File: src/rtl/arx_pkg.sv
`timescale 1ns/1ps
package arx_pkg;

  localparam int SAMPLE_W = 32;

  typedef enum logic [1:0] {
    FMT_RJ  = 2'b00,
    FMT_LJ  = 2'b01,
    FMT_I2S = 2'b10,
    FMT_DSP = 2'b11
  } fmt_e;

  typedef enum logic [1:0] {
    WL_16 = 2'b00,
    WL_20 = 2'b01,
    WL_24 = 2'b10,
    WL_32 = 2'b11
  } wlen_e;

  typedef struct packed {
    logic  fall_edge;
    logic  swap;
    logic  pol;
    wlen_e wlen;
    fmt_e  fmt;
  } cfg_t;

  localparam cfg_t CFG_RESET = '{fall_edge: 1'b0, swap: 1'b0, pol: 1'b0,
                                 wlen: WL_24, fmt: FMT_I2S};

  function automatic int unsigned wlen_bits(input wlen_e wl);
    case (wl)
      WL_16:   return 16;
      WL_20:   return 20;
      WL_24:   return 24;
      default: return 32;
    endcase
  endfunction

  function automatic logic [SAMPLE_W-1:0] sign_ext(input logic [SAMPLE_W-1:0] raw,
                                                   input wlen_e wl);
    case (wl)
      WL_16:   return {{16{raw[15]}}, raw[15:0]};
      WL_20:   return {{12{raw[19]}}, raw[19:0]};
      WL_24:   return {{8{raw[23]}}, raw[23:0]};
      default: return raw;
    endcase
  endfunction

endpackage

File: src/rtl/arx_sync.sv
`timescale 1ns/1ps
module arx_sync #(
  parameter int STAGES = 2,
  parameter int WIDTH  = 1
) (
  input  logic             clk,
  input  logic             rst_n,
  input  logic [WIDTH-1:0] d,
  output logic [WIDTH-1:0] q
);

  logic [WIDTH-1:0] stage_q [STAGES];

  for (genvar i = 0; i < STAGES; i++) begin : g_stage
    if (i == 0) begin : g_first
      always_ff @(posedge clk or negedge rst_n) begin
        if (!rst_n) stage_q[i] <= '0;
        else        stage_q[i] <= d;
      end
    end else begin : g_next
      always_ff @(posedge clk or negedge rst_n) begin
        if (!rst_n) stage_q[i] <= '0;
        else        stage_q[i] <= stage_q[i-1];
      end
    end
  end

  assign q = stage_q[STAGES-1];

endmodule

File: src/rtl/arx_front.sv
`timescale 1ns/1ps
module arx_front #(
  parameter int SYNC_STAGES = 2
) (
  input  logic clk,
  input  logic rst_n,
  input  logic bclk,
  input  logic lrclk,
  input  logic sdin,
  input  logic fall_edge,
  output logic edge_stb,
  output logic lr_smp,
  output logic sd_smp
);

  logic [2:0] sync_q;
  logic       bclk_d_q;
  logic       bclk_s;

  arx_sync #(.STAGES(SYNC_STAGES), .WIDTH(3)) u_sync (
    .clk  (clk),
    .rst_n(rst_n),
    .d    ({bclk, lrclk, sdin}),
    .q    (sync_q)
  );

  assign bclk_s = sync_q[2];
  assign lr_smp = sync_q[1];
  assign sd_smp = sync_q[0];

  always_ff @(posedge clk or negedge rst_n) begin
    if (!rst_n) bclk_d_q <= 1'b0;
    else        bclk_d_q <= bclk_s;
  end

  always_comb begin
    if (fall_edge) edge_stb = bclk_d_q & ~bclk_s;
    else           edge_stb = ~bclk_d_q & bclk_s;
  end

endmodule

File: src/rtl/arx_deser.sv
`timescale 1ns/1ps
module arx_deser
  import arx_pkg::*;
#(
  parameter int CNT_W = 8
) (
  input  logic                clk,
  input  logic                rst_n,
  input  logic                edge_stb,
  input  logic                lr_in,
  input  logic                sd_in,
  input  fmt_e                fmt,
  input  wlen_e               wlen,
  input  logic                pol,
  input  logic                hold,
  output logic                slot_done,
  output logic                slot_is_left,
  output logic [SAMPLE_W-1:0] slot_word
);

  localparam logic [CNT_W-1:0] CNT_MAX = '1;

  logic                lr_prev_q, primed_q, framed_q;
  logic [CNT_W-1:0]    cnt_q;
  logic [SAMPLE_W-1:0] sh_q;
  logic                done_q, left_q;
  logic [SAMPLE_W-1:0] word_q;

  logic                is_dsp, boundary;
  logic [CNT_W-1:0]    cnt_nx, nbits, off, first_end, second_end;
  logic [SAMPLE_W-1:0] sh_nx, raw, word_nx;
  logic                lr_eff, lr_prev_eff, done_nx, left_nx;

  always_comb begin
    is_dsp      = (fmt == FMT_DSP);
    boundary    = primed_q && (is_dsp ? (lr_in & ~lr_prev_q) : (lr_in ^ lr_prev_q));
    cnt_nx      = boundary ? '0 : ((cnt_q == CNT_MAX) ? CNT_MAX : cnt_q + 1'b1);
    sh_nx       = {sh_q[SAMPLE_W-2:0], sd_in};
    nbits       = CNT_W'(wlen_bits(wlen));
    off         = ((fmt == FMT_I2S) || (is_dsp && !pol)) ? CNT_W'(1) : '0;
    first_end   = off + nbits - CNT_W'(1);
    second_end  = first_end + nbits;
    lr_eff      = lr_in ^ pol;
    lr_prev_eff = lr_prev_q ^ pol;
    done_nx     = 1'b0;
    left_nx     = 1'b0;
    raw         = sh_nx;
    case (fmt)
      FMT_RJ: begin
        done_nx = boundary && framed_q;
        left_nx = lr_prev_eff;
        raw     = sh_q;
      end
      FMT_LJ: begin
        done_nx = (cnt_nx == first_end);
        left_nx = lr_eff;
      end
      FMT_I2S: begin
        done_nx = (cnt_nx == first_end);
        left_nx = ~lr_eff;
      end
      default: begin
        if (cnt_nx == first_end) begin
          done_nx = 1'b1;
          left_nx = 1'b1;
        end else if (cnt_nx == second_end) begin
          done_nx = 1'b1;
          left_nx = 1'b0;
        end
      end
    endcase
    word_nx = sign_ext(raw, wlen);
  end

  always_ff @(posedge clk or negedge rst_n) begin
    if (!rst_n) begin
      lr_prev_q <= 1'b0;
      primed_q  <= 1'b0;
      framed_q  <= 1'b0;
      cnt_q     <= CNT_MAX;
      sh_q      <= '0;
      done_q    <= 1'b0;
      left_q    <= 1'b0;
      word_q    <= '0;
    end else begin
      done_q <= 1'b0;
      if (edge_stb) begin
        lr_prev_q <= lr_in;
        primed_q  <= 1'b1;
        if (boundary) framed_q <= 1'b1;
        cnt_q     <= cnt_nx;
        sh_q      <= sh_nx;
        done_q    <= done_nx & ~hold;
        left_q    <= left_nx;
        word_q    <= word_nx;
      end
    end
  end

  assign slot_done    = done_q;
  assign slot_is_left = left_q;
  assign slot_word    = word_q;

endmodule

File: src/rtl/arx_out.sv
`timescale 1ns/1ps
module arx_out
  import arx_pkg::*;
(
  input  logic                clk,
  input  logic                rst_n,
  input  logic                slot_done,
  input  logic                slot_is_left,
  input  logic [SAMPLE_W-1:0] slot_word,
  input  logic                swap,
  output logic [SAMPLE_W-1:0] out_left,
  output logic [SAMPLE_W-1:0] out_right,
  output logic                out_valid
);

  logic [SAMPLE_W-1:0] hold_q, hold_nx;
  logic                have_q, have_nx;
  logic [SAMPLE_W-1:0] l_q, l_nx, r_q, r_nx;
  logic                v_q, v_nx;

  always_comb begin
    hold_nx = hold_q;
    have_nx = have_q;
    l_nx    = l_q;
    r_nx    = r_q;
    v_nx    = 1'b0;
    if (slot_done) begin
      if (slot_is_left) begin
        hold_nx = slot_word;
        have_nx = 1'b1;
      end else if (have_q) begin
        l_nx    = swap ? slot_word : hold_q;
        r_nx    = swap ? hold_q : slot_word;
        v_nx    = 1'b1;
        have_nx = 1'b0;
      end
    end
  end

  always_ff @(posedge clk or negedge rst_n) begin
    if (!rst_n) begin
      hold_q <= '0;
      have_q <= 1'b0;
      l_q    <= '0;
      r_q    <= '0;
      v_q    <= 1'b0;
    end else begin
      hold_q <= hold_nx;
      have_q <= have_nx;
      l_q    <= l_nx;
      r_q    <= r_nx;
      v_q    <= v_nx;
    end
  end

  assign out_left  = l_q;
  assign out_right = r_q;
  assign out_valid = v_q;

endmodule

File: src/rtl/arx_rx.sv
`timescale 1ns/1ps
module arx_rx
  import arx_pkg::*;
#(
  parameter int SYNC_STAGES = 2
) (
  input  logic        clk,
  input  logic        rst_n,
  input  logic        cfg_we,
  input  logic [6:0]  cfg_wdata,
  input  logic        bclk,
  input  logic        lrclk,
  input  logic        sdin,
  output logic [31:0] smp_left,
  output logic [31:0] smp_right,
  output logic        smp_valid,
  output logic        cfg_err
);

  localparam int CNT_W = $clog2(2 * SAMPLE_W + 2) + 1;

  logic [1:0] rst_pipe_q;
  logic       rst_sync_n;
  cfg_t       cfg_q, cfg_nx;

  logic                edge_stb, lr_smp, sd_smp;
  logic                slot_done, slot_is_left;
  logic [SAMPLE_W-1:0] slot_word;

  always_ff @(posedge clk or negedge rst_n) begin
    if (!rst_n) rst_pipe_q <= 2'b00;
    else        rst_pipe_q <= {rst_pipe_q[0], 1'b1};
  end
  assign rst_sync_n = rst_pipe_q[1];

  always_comb begin
    cfg_nx = cfg_q;
    if (cfg_we) cfg_nx = cfg_t'(cfg_wdata);
  end

  always_ff @(posedge clk or negedge rst_sync_n) begin
    if (!rst_sync_n) cfg_q <= CFG_RESET;
    else             cfg_q <= cfg_nx;
  end

  assign cfg_err = (cfg_q.fmt == FMT_RJ) && (cfg_q.wlen == WL_32);

  arx_front #(.SYNC_STAGES(SYNC_STAGES)) u_front (
    .clk      (clk),
    .rst_n    (rst_sync_n),
    .bclk     (bclk),
    .lrclk    (lrclk),
    .sdin     (sdin),
    .fall_edge(cfg_q.fall_edge),
    .edge_stb (edge_stb),
    .lr_smp   (lr_smp),
    .sd_smp   (sd_smp)
  );

  arx_deser #(.CNT_W(CNT_W)) u_deser (
    .clk         (clk),
    .rst_n       (rst_sync_n),
    .edge_stb    (edge_stb),
    .lr_in       (lr_smp),
    .sd_in       (sd_smp),
    .fmt         (cfg_q.fmt),
    .wlen        (cfg_q.wlen),
    .pol         (cfg_q.pol),
    .hold        (cfg_err),
    .slot_done   (slot_done),
    .slot_is_left(slot_is_left),
    .slot_word   (slot_word)
  );

  arx_out u_out (
    .clk         (clk),
    .rst_n       (rst_sync_n),
    .slot_done   (slot_done),
    .slot_is_left(slot_is_left),
    .slot_word   (slot_word),
    .swap        (cfg_q.swap),
    .out_left    (smp_left),
    .out_right   (smp_right),
    .out_valid   (smp_valid)
  );

endmodule

File: config.mk
export PLATFORM = sky130hd
export DESIGN_NAME = arx_rx
export DESIGN_NICKNAME = d
export VERILOG_FILES = /design/src/rtl/arx_pkg.sv /design/src/rtl/arx_sync.sv /design/src/rtl/arx_front.sv /design/src/rtl/arx_deser.sv /design/src/rtl/arx_out.sv /design/src/rtl/arx_rx.sv
export SDC_FILE = /design/constraint.sdc
export NUM_CORES = 1
export LEC_CHECK = 0
export BUFFER_PORTS_ARGS = -buffer_cell sky130_fd_sc_hd__buf_2
export CORE_UTILIZATION = 50
export CTS_BUF_LIST = sky130_fd_sc_hd__clkbuf_4
export CTS_CLUSTER_DIAMETER = 100
export DETAILED_ROUTE_END_ITERATION = 6
export PLACE_DENSITY = 0.69
export SLEW_MARGIN = 15
export SYNTH_ARGS = -nofsm -noshare
export SYNTH_HDL_FRONTEND = slang
export SYNTH_HIERARCHICAL = 1
export SYNTH_SLANG_ARGS = --single-unit
File: constraint.sdc
create_clock -name clk -period 7.8 [get_ports clk]
set_input_delay 1.56 -clock clk [delete_from_list [all_inputs] [get_ports clk]]
set_output_delay 1.56 -clock clk [all_outputs]
set_load 0.05 [all_outputs]
==> results of run 1 <==
[through the flow]
step	hold slack, ns	instance area, sq um
floorplan	0.331	9000
global placement	0.331	9480
detailed placement	0.336	9480
CTS	0.372	9790
global route	0.380	9800
finish	0.368	9800
[routing by layer]
metal  part of all wire (%)  vias up
met5                      0        -
met4                    1.3        0
met3                    3.4       17
met2                     49       99
met1                     47     2651
li1                       -     2545
[synthesized netlist by cell type (2+ instances only)]
library cell | number | area, sq um
nand3_1 | 4 | 20.0
buf_4 | 7 | 52.6
nand4_1 | 3 | 18.8
xor2_1 | 4 | 35.0
nand3b_1 | 2 | 15.0
mux2i_1 | 26 | 260
dfstp_2 | 10 | 263
clkbuf_1 | 11 | 41.3
o211ai_1 | 2 | 15.0
a211oi_1 | 2 | 15.0
mux2_4 | 9 | 135
mux2_2 | 144 | 1620
or3_1 | 2 | 12.5
buf_1 | 7 | 26.3
ha_1 | 17 | 213
buf_6 | 10 | 113
o21ai_0 | 13 | 65.1
o22a_1 | 8 | 70.1
buf_2 | 4 | 20.0
nor3_1 | 5 | 25.0
and3_1 | 2 | 12.5
nand2_1 | 20 | 75.1
a31oi_1 | 5 | 31.3
nor2b_1 | 2 | 12.5
xnor2_1 | 8 | 70.1
a21o_1 | 2 | 15.0
or2_2 | 3 | 18.8
mux2_1 | 58 | 653
nand2b_1 | 3 | 18.8
dfrtp_1 | 181 | 4530
a21oi_1 | 31 | 155
inv_1 | 13 | 48.8
nor2_1 | 38 | 143
[cells by family after synthesis]
logic type      Yosys count  synth area share (%)
fa+ha+maj                17                  2.36
buf+inv                  52                  3.35
compound gates           73                  5.10
simple gates             93                  5.07
mux                     237                  29.7
xor+xnor                 12                  1.17
other cells               1                0.0417
flops                   191                  53.2
[sequential cells by signal, indices dropped and copies added, names as in the netlist]
register,cells
u_out/have_q,1
u_deser/slot_word,32
u_out/out_right,32
u_out/out_valid,1
u_deser/slot_is_left,1
u_deser/framed_q,1
u_out/hold_q,32
u_front/u_sync/q,3
u_front/bclk_d_q,1
u_front/u_sync/stage_q,3
rst_pipe_q,2
u_deser/cnt_q,8
u_deser/primed_q,1
cfg_q,7
u_out/out_left,32
u_deser/lr_prev_q,1
u_deser/slot_done,1
u_deser/sh_q,32
[layout make-up]
| cell class | count | area, sq um |
|---|---|---|
| Timing Repair Buffer | 84 | 435 |
| Clock buffer | 17 | 128 |
| Fill cell | 1472 | 7620 |
| Multi-Input combinational cell | 433 | 3920 |
| Inverter | 13 | 48.8 |
| Sequential cell | 191 | 4800 |
| Antenna cell | 1 | 2.50 |
| Tap cell | 225 | 282 |
| Clock inverter | 15 | 183 |
[final timing paths]
| path | startpoint | end |
|---|---|---|
| min in group asynchronous | rst_pipe_q[1]$_DFF_PN0_ | u_out/out_left[13]$_DFFE_PN0P_ |
| min reg2reg | u_front/u_sync/stage_q[3]$_DFF_PN0_ | u_front/u_sync/q[0]$_DFF_PN0_ |
| max reg2reg | cfg_q[3]$_DFFE_PN1P_ | u_deser/slot_done$_DFF_PN0_ |
| max in group asynchronous | rst_pipe_q[1]$_DFF_PN0_ | u_deser/slot_word[31]$_DFFE_PN0P_ |
| max | cfg_q[3]$_DFFE_PN1P_ | cfg_err |
| min | u_front/u_sync/stage_q[3]$_DFF_PN0_ | u_front/u_sync/q[0]$_DFF_PN0_ |
[power breakdown]
part / total (uW) / switching (uW) / internal, uW
Clock: 569 / 341 / 228
Sequential: 1540 / 230 / 1310
Combinational: 1280 / 799 / 477
Total: 3390 / 1370 / 2020
[worst register-to-register path, delay by kind of cell, from the launching register on]
| family | cells | cell delay, ns |
|---|---|---|
| DFF | 1 | 0.62 |
| buffers and inverters | 1 | 0.27 |
| and+or+nand+nor | 2 | 0.27 |
| xor gates and xnor gates | 1 | 0.19 |
| adders and majority gates | 2 | 1.01 |
| AOI/OAI and AO/OA | 4 | 0.87 |
==> load_flow_metrics.sql, run 1 <==
INSERT INTO impl_metrics (metric_group, metric, value, unit) VALUES
('die', 'coreArea', '0.0174', 'sq mm'),
('grt', 'use_met3', '4.47', '%'),
('grt', 'antenna_found_initial', '1', ''),
('drt', 'routed_wl', '15500', 'um'),
('timing', 'postLayoutSetupSlackWorst', '4.31', 'ns'),
('cells_and_area', 'layout_common_cells', 'dfrtp_1 (179), mux2_2 (144), buf_2 (78)', ''),
('die', 'initial_core_utilization', '51.7', '%'),
('clock_network', 'postCtsSetupBuffers', '0', ''),
('worst_setup_path', 'crit_chain', 'nor4bb_1 -> buf_2', ''),
('place', 'placed_wire_length_estimate_after_detailed_placement', '10200', 'um'),
('grt', 'globalRouteOverflowTotal', '0', ''),
('synth', 'synth-edff-count', '0', ''),
('timing', 'worstMarginPinSlew', '0.965', 'ns'),
('synth', 'postSynthNetCount', '706', ''),
('grt', 'first_pass_grt_wire_length', '26200', 'um'),
('clock_network', 'tritoncts.num_buffers', '17', ''),
('timing', 'timing.final.max_slew_violations', '0', ''),
('drt', 'drc_errors', '0', ''),
('run_status', 'status', 'finished, final reports clean', ''),
('worst_setup_path', 'timing.reg2reg.worst_path_depth', '10', ''),
('clock_network', 'clk_tree_root_cell', 'clkbuf_4', ''),
('grt', 'use_met1', '23.6', '%'),
('clock_network', 'cts.clk_slew.worst_paths', '0.14', 'ns'),
('pwr', 'peakVddDrop', '0.205', 'mV'),
('place', 'globalplace.congestion', '0.803', ''),
('hold_path', 'min_path_cells', '0', ''),
('die', 'top_level_ports', '79', ''),
('die', 'die_x', '136', 'um'),
('worst_setup_path', 'sort_of_element_at_the_end_of_the_critical_path', 'output port', ''),
('synth', 'syn_avg_cell_area', '13.3', 'sq um'),
('hold_path', 'hold_class', 'flip-flop to flip-flop', ''),
('clock_network', 'numClockSinks', '191', ''),
('worst_setup_path', 'worst-endpoint-required', '6.24', 'ns'),
('die', 'floorplan.die_area', '0.0185', 'sq mm'),
('cells_and_area', 'post_route_cells_drive_above_1_share', '38.9', '%'),
('drt', 'total_via_count_after_detailed_routing', '5312', ''),
('timing', 'final.period_utilization', '44.8', '%'),
('pwr', 'p_leak', '0.00474', 'uW'),
('worst_setup_path', 'critical_path.startpoint_type', 'flip-flop', ''),
('place', 'post-place-ws', '4.64', 'ns'),
('timing', 'worst_slew_margin_rel', '35.6', '%'),
('pwr', 'power-per-cell-area', '346', 'mW/mm^2'),
('timing', 'layout_min_cycle_time', '3.49', 'ns'),
('drt', 'drt_pass1_iterations', '4', ''),
('clock_network', 'htree_levels', '4', ''),
('synth', 'synth_cells', '676', ''),
('grt', 'first_global_vias', '5421', ''),
('timing', 'maxClockFrequency', '0.286', 'GHz'),
('cells_and_area', 'mostFrequentLayoutCell', 'dfrtp_1', ''),
('place', 'placed_cells', '946', ''),
('synth', 'syn-cell-area', '0.00900', 'sq mm'),
('cells_and_area', 'final_cell_count_no_fill', '979', ''),
('worst_setup_path', 'critical_path_fanouts_max', '6', ''),
('cells_and_area', 'final_core_util', '56.3', '%'),
('cells_and_area', 'area_growth', '8.84', '%'),
('grt', 'grt_start_max_net_pins', '95', ''),
('clock_network', 'post_cts_sizing_count', '0', ''),
('synth', 'netlist-cell-type-count', '53', ''),
('worst_setup_path', 'critPathTopFamily', 'flip-flops', ''),
('worst_setup_path', 'slowest_delay', '0.62', 'ns'),
('timing', 'rsz0062_at_grt', 'no', ''),
('cells_and_area', 'final_nets', '770', ''),
('grt', 'grt_use_met2', '29.1', '%'),
('timing', 'clock-skew-final', '0.0187', 'ns'),
('grt', 'busiest_layer', 'met2', ''),
('synth', 'synth.yosys.warnings', '6', ''),
('worst_setup_path', 'arrival', '1.93', 'ns'),
('clock_network', 'clockBufferDepth', '2', ''),
('worst_setup_path', 'timing.setup.critical_path_class', 'flip-flop to output port', ''),
('die', 'fp-row-count', '48', ''),
('timing', 'setup_total_negative_slack', '0', 'ns');
(Power assumes the default switching activity.)
==> inputs of run 2 (changes only) <==
==> constraint.sdc (replaced) <==
create_clock -name clk -period 3.3 [get_ports clk]
set_input_delay 0.66 -clock clk [delete_from_list [all_inputs] [get_ports clk]]
set_output_delay 0.66 -clock clk [all_outputs]
set_load 0.05 [all_outputs]
==> run 2 against run 1 <==
Combinational power rose by 140%. Final area increased by 0.84%. Utilization up 0.47 points. Critical endpoint is now u_deser/slot_done$_DFF_PN0_.
==> load_flow_metrics.sql, run 2 (same netlist as run 1, synthesis figures left out) <==
INSERT INTO impl_metrics (metric_group, metric, value, unit) VALUES
('run_status', 'status', 'finished, final reports clean', ''),
('grt', 'globalRouteOverflowTotal', '0', ''),
('worst_setup_path', 'crit_chain', 'inv_1 -> ha_1 -> or3_1 -> ha_1 -> a311oi_1 -> a21oi_1 -> nor2_1 -> a21oi_1 -> xnor2_1 -> nand4_1 -> a2111oi_2', ''),
('grt', 'grt_use_met2', '29.6', '%'),
('pwr', 'finalPower', '8000', 'uW'),
('cells_and_area', 'post_route_cells_drive_above_1_share', '39.1', '%'),
('worst_setup_path', 'timing.setup.critical_path_class', 'flip-flop to flip-flop', ''),
('timing', 'timing.final.max_slew_violations', '0', ''),
('worst_setup_path', 'slowest_delay', '0.61', 'ns'),
('grt', 'busiest_layer', 'met2', ''),
('die', 'top_level_ports', '79', ''),
('timing', 'layout_min_cycle_time', '2.96', 'ns'),
('pwr', 'power-per-cell-area', '810', 'mW/mm^2'),
('cells_and_area', 'final_cell_area_excluding_filler_cells', '0.00988', 'sq mm'),
('cells_and_area', 'mostFrequentLayoutCell', 'dfrtp_1', ''),
('grt', 'use_met1', '24.4', '%'),
('worst_setup_path', 'cp_num_buf_inv', '1', ''),
('clock_network', 'htree_levels', '4', ''),
('cells_and_area', 'final_nets', '775', ''),
('clock_network', 'worst_skew_pair.late_latency', '0.56', 'ns'),
('timing', 'final.period_utilization', '89.8', '%'),
('grt', 'grt.total_usage', '18.3', '%'),
('die', 'die_h', '136', 'um'),
('clock_network', 'clockBufferDepth', '2', ''),
('grt', 'antenna_found_initial', '1', ''),
('cells_and_area', 'area_growth', '9.76', '%'),
('timing', 'final_hold_viol_count', '0', ''),
('drt', 'drt_pass1_iterations', '4', ''),
('worst_setup_path', 'critPathTopFamily', 'compound AO/OA/AOI/OAI gates', ''),
('worst_setup_path', 'sort_of_element_at_the_end_of_the_critical_path', 'flip-flop', ''),
('clock_network', 'numClockSinks', '191', ''),
('drt', 'total_via_count_after_detailed_routing', '5342', ''),
('timing', 'maxClockFrequency', '0.337', 'GHz'),
('clock_network', 'cts.clk_slew.worst_paths', '0.15', 'ns'),
('clock_network', 'tritoncts', 'done', ''),
('die', 'die_x', '136', 'um'),
('place', 'place.port_buffers', '78', ''),
('clock_network', 'clk_tree_root_cell', 'clkbuf_4', ''),
('run', 'maxCapViolCount', '0', ''),
('worst_setup_path', 'critical_path_fanouts_max', '6', ''),
('grt', 'use_met3', '4.21', '%'),
('grt', 'first_global_vias', '5396', ''),
('worst_setup_path', 'cp_slowest_cell', 'dfstp_2', ''),
('clock_network', 'tritoncts.num_buffers', '17', ''),
('place', 'placed_wire_length_estimate_after_detailed_placement', '10500', 'um'),
('worst_setup_path', 'worst-endpoint-required', '3.75', 'ns'),
('timing', 'final_setup_violation_count', '0', ''),
('worst_setup_path', 'critical_path.startpoint_type', 'flip-flop', ''),
('die', 'fp-row-count', '48', ''),
('timing', 'setup_total_negative_slack', '0', 'ns'),
('timing', 'worstMarginPinSlew', '0.875', 'ns'),
('die', 'initial_core_utilization', '51.7', '%'),
('worst_setup_path', 'arrival', '3.41', 'ns'),
('pwr', 'p_leak', '0.00476', 'uW'),
('timing', 'clock-skew-final', '0.0194', 'ns'),
('timing', 'holdWs', '0.192', 'ns'),
('drt', 'drt_first_iter_violations', '350', ''),
('cells_and_area', 'layout_common_cells', 'dfrtp_1 (179), mux2_2 (144), buf_2 (78)', ''),
('timing', 'worst_slew_margin_rel', '41.5', '%'),
('drt', 'viasPerCell', '5.43', ''),
('place', 'globalplace.congestion', '0.784', ''),
('grt', 'grt_start_max_net_pins', '78', ''),
('grt', 'first_pass_grt_wire_length', '26500', 'um'),
('die', 'coreArea', '0.0174', 'sq mm'),
('die', 'floorplan.die_area', '0.0185', 'sq mm'),
('drt', 'drc_errors', '0', ''),
('place', 'post-place-ws', '0.434', 'ns'),
('timing', 'postLayoutSetupSlackWorst', '0.335', 'ns'),
('timing', 'rsz0062_at_grt', 'no', ''),
('drt', 'routed_wl', '15700', 'um'),
('drt', 'postRouteAntennaNets', '0', ''),
('hold_path', 'hold_class', 'input pin to flip-flop', ''),
('pwr', 'peakVddDrop', '0.513', 'mV'),
('place', 'placed_area', '0.00955', 'sq mm'),
('drt', 'wl_per_cell', '15.9', 'um');
run 2: changes by cell type in the layout (fill, tap and decap cells not counted):
cell / change
buf_12: +3
buf_4: +1
clkinv_1: +1
clkinv_2: -2
clkinv_8: +1
clkinvlp_4: +2
dlygate4sd3_1: +1
inv_6: -1
inv_8: -1
run 2: cell type report:
type	instances	area (sq um)
Clock inverter	15	188
Fill cell	1458	7540
Inverter	13	48.8
Sequential cell	191	4800
Tap cell	225	282
Clock buffer	17	128
Timing Repair Buffer	89	513
Multi-Input combinational cell	433	3920
Antenna cell	1	2.50
run 2: metrics by stage:
step	util, %	instances
after floorplan	-	676
after global placement	54.8	950
after detailed placement	54.8	950
after CTS	56.7	983
after global routing	56.7	984
final	56.7	984
run 2: final timing paths:
path / from / endpoint / slack [ns] / depth (start not counted)
max: cfg_q[3]$_DFFE_PN1P_ / u_deser/slot_done$_DFF_PN0_ / 0.34 / 11
min: sdin / u_front/u_sync/stage_q[3]$_DFF_PN0_ / 0.19 / 1
max reg2reg: cfg_q[3]$_DFFE_PN1P_ / u_deser/slot_done$_DFF_PN0_ / 0.34 / 11
min reg2reg: u_front/u_sync/stage_q[5]$_DFF_PN0_ / u_front/u_sync/q[2]$_DFF_PN0_ / 0.37 / 0
max in group asynchronous: rst_pipe_q[1]$_DFF_PN0_ / u_deser/sh_q[27]$_DFFE_PN0P_ / 1.93 / 1
min in group asynchronous: rst_n / rst_pipe_q[1]$_DFF_PN0_ / 0.38 / 2
run 2: layer usage:
metal | wire, um | vias up
li1 | - | 2552
met1 | 7320 | 2674
met2 | 7580 | 100
met3 | 566 | 16
met4 | 192 | 0
met5 | 0 | -
run 2: power by group:
part | switching, uW | internal (uW)
Combinational | 1880 | 1140
Clock | 804 | 537
Sequential | 545 | 3100
Total | 3230 | 4770
run 2: timing repair:
item                      in CTS  in global routing
setup buffers                  0                  0
resized for setup              0                  0
hold buffers                   1                  0
hold endpoints to repair       2                  0
run 2: worst reg2reg max path: cells and delay by family (launching register included):
| family | cells | cell delay, ns |
|---|---|---|
| buffers and inverters | 1 | 0.07 |
| AOI/OAI and AO/OA | 4 | 0.77 |
| xor gates and xnor gates | 1 | 0.15 |
| and+or+nand+nor | 3 | 0.61 |
| adders and majority gates | 2 | 0.64 |
| DFF | 1 | 0.61 |
==> inputs of run 3 (changes only) <==
--- a/config.mk
+++ b/config.mk
@@ -6,6 +6,7 @@
 export NUM_CORES = 1
 export LEC_CHECK = 0
 export BUFFER_PORTS_ARGS = -buffer_cell sky130_fd_sc_hd__buf_2
+export CORE_ASPECT_RATIO = 0.6
 export CORE_UTILIZATION = 50
 export CTS_BUF_LIST = sky130_fd_sc_hd__clkbuf_4
 export CTS_CLUSTER_DIAMETER = 100
==> run 3 against run 2 <==
Flip-flop and latch count stayed put. Global-route usage is 0.50 points higher. Combinational power hardly changed. Register-to-register slack worse by 0.06 ns. Maximum frequency is 2.1% lower. Cell count is 1.3% higher. Hold slack better by 0.010 ns. Non-clock buffer count is 4 higher. Routed wire length is 2.6% higher. First-iteration DRC count is 15% lower. Largest power group unchanged.
==> load_flow_metrics.sql, run 3 (same netlist as run 1, synthesis figures left out) <==
INSERT INTO impl_metrics (metric_group, metric, value, unit) VALUES
('run_status', 'status', 'finished, final reports clean', ''),
('run', 'maxCapViolCount', '0', ''),
('timing', 'final.period_utilization', '91.8', '%'),
('drt', 'drt-met1-wl', '8000', 'um'),
('timing', 'setup_total_negative_slack', '0', 'ns'),
('cells_and_area', 'area_growth', '10.0', '%'),
('cells_and_area', 'layout_common_cells', 'dfrtp_1 (179), mux2_2 (144), buf_2 (78)', ''),
('worst_setup_path', 'arrival', '3.47', 'ns'),
('worst_setup_path', 'critical_path.startpoint_type', 'flip-flop', ''),
('drt', 'highest-signal-layer', 'met4', ''),
('place', 'globalplace.congestion', '0.863', ''),
('timing', 'maxClockFrequency', '0.330', 'GHz'),
('hold_path', 'hold_class', 'input pin to flip-flop', ''),
('clock_network', 'tritoncts.num_buffers', '17', ''),
('die', 'die_x', '175', 'um'),
('grt', 'grt_start_max_net_pins', '81', ''),
('clock_network', 'clockBufferDepth', '2', ''),
('drt', 'drc_errors', '0', ''),
('cells_and_area', 'mostFrequentLayoutCell', 'dfrtp_1', ''),
('worst_setup_path', 'timing.setup.critical_path_class', 'flip-flop to flip-flop', ''),
('grt', 'first_pass_grt_wire_length', '27800', 'um'),
('clock_network', 'tritoncts', 'done', ''),
('worst_setup_path', 'critical_path_fanouts_max', '6', ''),
('cells_and_area', 'post_route_cells_drive_above_1_share', '39.6', '%'),
('drt', 'wl_per_cell', '16.1', 'um'),
('timing', 'final_setup_violation_count', '0', ''),
('worst_setup_path', 'crit_chain', 'ha_1 -> nor2b_1 -> nor2_2 -> inv_1 -> ha_1 -> mux2i_1 -> o21bai_1 -> a21oi_1 -> nor3_1 -> a211oi_1 -> nand4_1 -> a2111oi_2', ''),
('grt', 'antenna_found_initial', '1', ''),
('grt', 'grt.total_usage', '18.8', '%'),
('timing', 'worstMarginPinSlew', '0.889', 'ns'),
('drt', 'viasPerCell', '5.41', ''),
('die', 'initial_core_utilization', '51.8', '%'),
('grt', 'first_global_vias', '5504', ''),
('clock_network', 'clk_tree_root_cell', 'clkbuf_4', ''),
('pwr', 'peakVddDrop', '0.449', 'mV'),
('timing', 'rsz0062_at_grt', 'no', ''),
('clock_network', 'htree_levels', '4', ''),
('worst_setup_path', 'cp_common_cell', 'ha_1', ''),
('place', 'place.port_buffers', '78', ''),
('worst_setup_path', 'cp_slowest_cell', 'dfrtp_1', ''),
('timing', 'timing.final.max_slew_violations', '0', ''),
('cells_and_area', 'final_nets', '779', ''),
('grt', 'globalRouteOverflowTotal', '0', ''),
('drt', 'drt_pass1_iterations', '5', ''),
('pwr', 'p_leak', '0.00478', 'uW'),
('die', 'floorplan.die_area', '0.0186', 'sq mm'),
('drt', 'routed_wl', '16100', 'um'),
('cells_and_area', 'multiInputGateArea', '0.00392', 'sq mm'),
('die', 'top_level_ports', '79', ''),
('worst_setup_path', 'worst-endpoint-required', '3.74', 'ns'),
('pwr', 'power-per-cell-area', '806', 'mW/mm^2'),
('drt', 'postRouteAntennaNets', '0', ''),
('die', 'die_h', '106', 'um'),
('drt', 'met3WireLength', '680', 'um'),
('cells_and_area', 'fillerInstances', '1449', ''),
('clock_network', 'cts.clk_slew.worst_paths', '0.15', 'ns'),
('drt', 'routed-wl-met2', '7130', 'um'),
('clock_network', 'worst_skew_pair.late_latency', '0.56', 'ns'),
('timing', 'layout_min_cycle_time', '3.03', 'ns'),
('die', 'fp-row-count', '37', ''),
('clock_network', 'numClockSinks', '191', ''),
('worst_setup_path', 'cp_num_buf_inv', '1', ''),
('die', 'coreArea', '0.0174', 'sq mm'),
('worst_setup_path', 'sort_of_element_at_the_end_of_the_critical_path', 'flip-flop', ''),
('timing', 'clock-skew-final', '0.0354', 'ns'),
('worst_setup_path', 'critPathTopFamily', 'compound AO/OA/AOI/OAI gates', ''),
('place', 'placed_wire_length_estimate_after_detailed_placement', '11200', 'um'),
('drt', 'drt_first_iter_violations', '296', ''),
('worst_setup_path', 'slowest_delay', '0.47', 'ns'),
('cells_and_area', 'layout.area.seq', '0.00480', 'sq mm'),
('timing', 'final_hold_viol_count', '0', ''),
('pwr', 'finalPower', '7980', 'uW'),
('drt', 'total_via_count_after_detailed_routing', '5395', ''),
('timing', 'worst_slew_margin_rel', '40.8', '%');
==> run 3: worst register-to-register path, cell delays in order (launching register included) <==
cell       delay, ns
dfrtp_1         0.47
ha_1            0.25
nor2b_1         0.16
nor2_2          0.25
inv_1           0.18
ha_1            0.26
mux2i_1         0.29
o21bai_1        0.15
a21oi_1         0.19
nor3_1          0.08
a211oi_1        0.21
nand4_1         0.14
a2111oi_2       0.31
==> run 3: worst paths after layout <==
kind / endpoint / cells past startpoint / slack [ns] / from
worst max-delay path: u_deser/slot_done$_DFF_PN0_ / 12 / 0.27 / cfg_q[0]$_DFFE_PN0P_
worst min-delay path: u_front/u_sync/stage_q[4]$_DFF_PN0_ / 1 / 0.20 / lrclk
worst max register to register: u_deser/slot_done$_DFF_PN0_ / 12 / 0.27 / cfg_q[0]$_DFFE_PN0P_
worst min register to register: u_front/u_sync/q[2]$_DFF_PN0_ / 0 / 0.37 / u_front/u_sync/stage_q[5]$_DFF_PN0_
max in group asynchronous: u_deser/slot_word[31]$_DFFE_PN0P_ / 1 / 1.98 / rst_pipe_q[1]$_DFF_PN0_
min in group asynchronous: rst_pipe_q[0]$_DFF_PN0_ / 2 / 0.40 / rst_n
==> run 3: repair_timing <==
action                                  in CTS  in global routing
buffers inserted                             0                  0
hold buffers                                 1                  0
hold endpoints to repair                     2                  0
gates resized for setup                      0                  1
endpoints found under the setup margin       0                  1
==> run 3: layout make-up <==
cell class	count	share of cell area, %
sequential	191	48.4
multi-input combinational	433	39.6
timing repair buffer	93	5.48
tap	234	2.96
clock inverter	13	1.55
clock buffer	19	1.44
inverter	13	0.493
antenna	1	0.0253
==> run 3: layer usage <==
metal | GRT usage (%) | up-vias
li1 | - | 2565
met1 | 27.0 | 2663
met2 | 28.8 | 140
met3 | 3.29 | 27
met4 | 6.27 | 0
met5 | 0 | -
==> run 3: power by group <==
part	switching (uW)	internal, uW
sequential	547	3100
combinational	1880	1140
clock	824	488
total	3260	4730
==> run 3: stage by stage <==
step / instance area (sq um) / instances / setup WS, ns / hold WS, ns / util [%]
floorplan: 9000 / 676 / 0.160 / 0.331 / -
finish: 9900 / 997 / 0.270 / 0.202 / 57.0
global route: 9900 / 996 / 0.00582 / 0.160 / 57.0
CTS: 9900 / 996 / 0.216 / 0.162 / 57.0
detailed placement: 9590 / 963 / 0.238 / 0.336 / 55.2
global placement: 9590 / 963 / 0.502 / 0.333 / 55.2
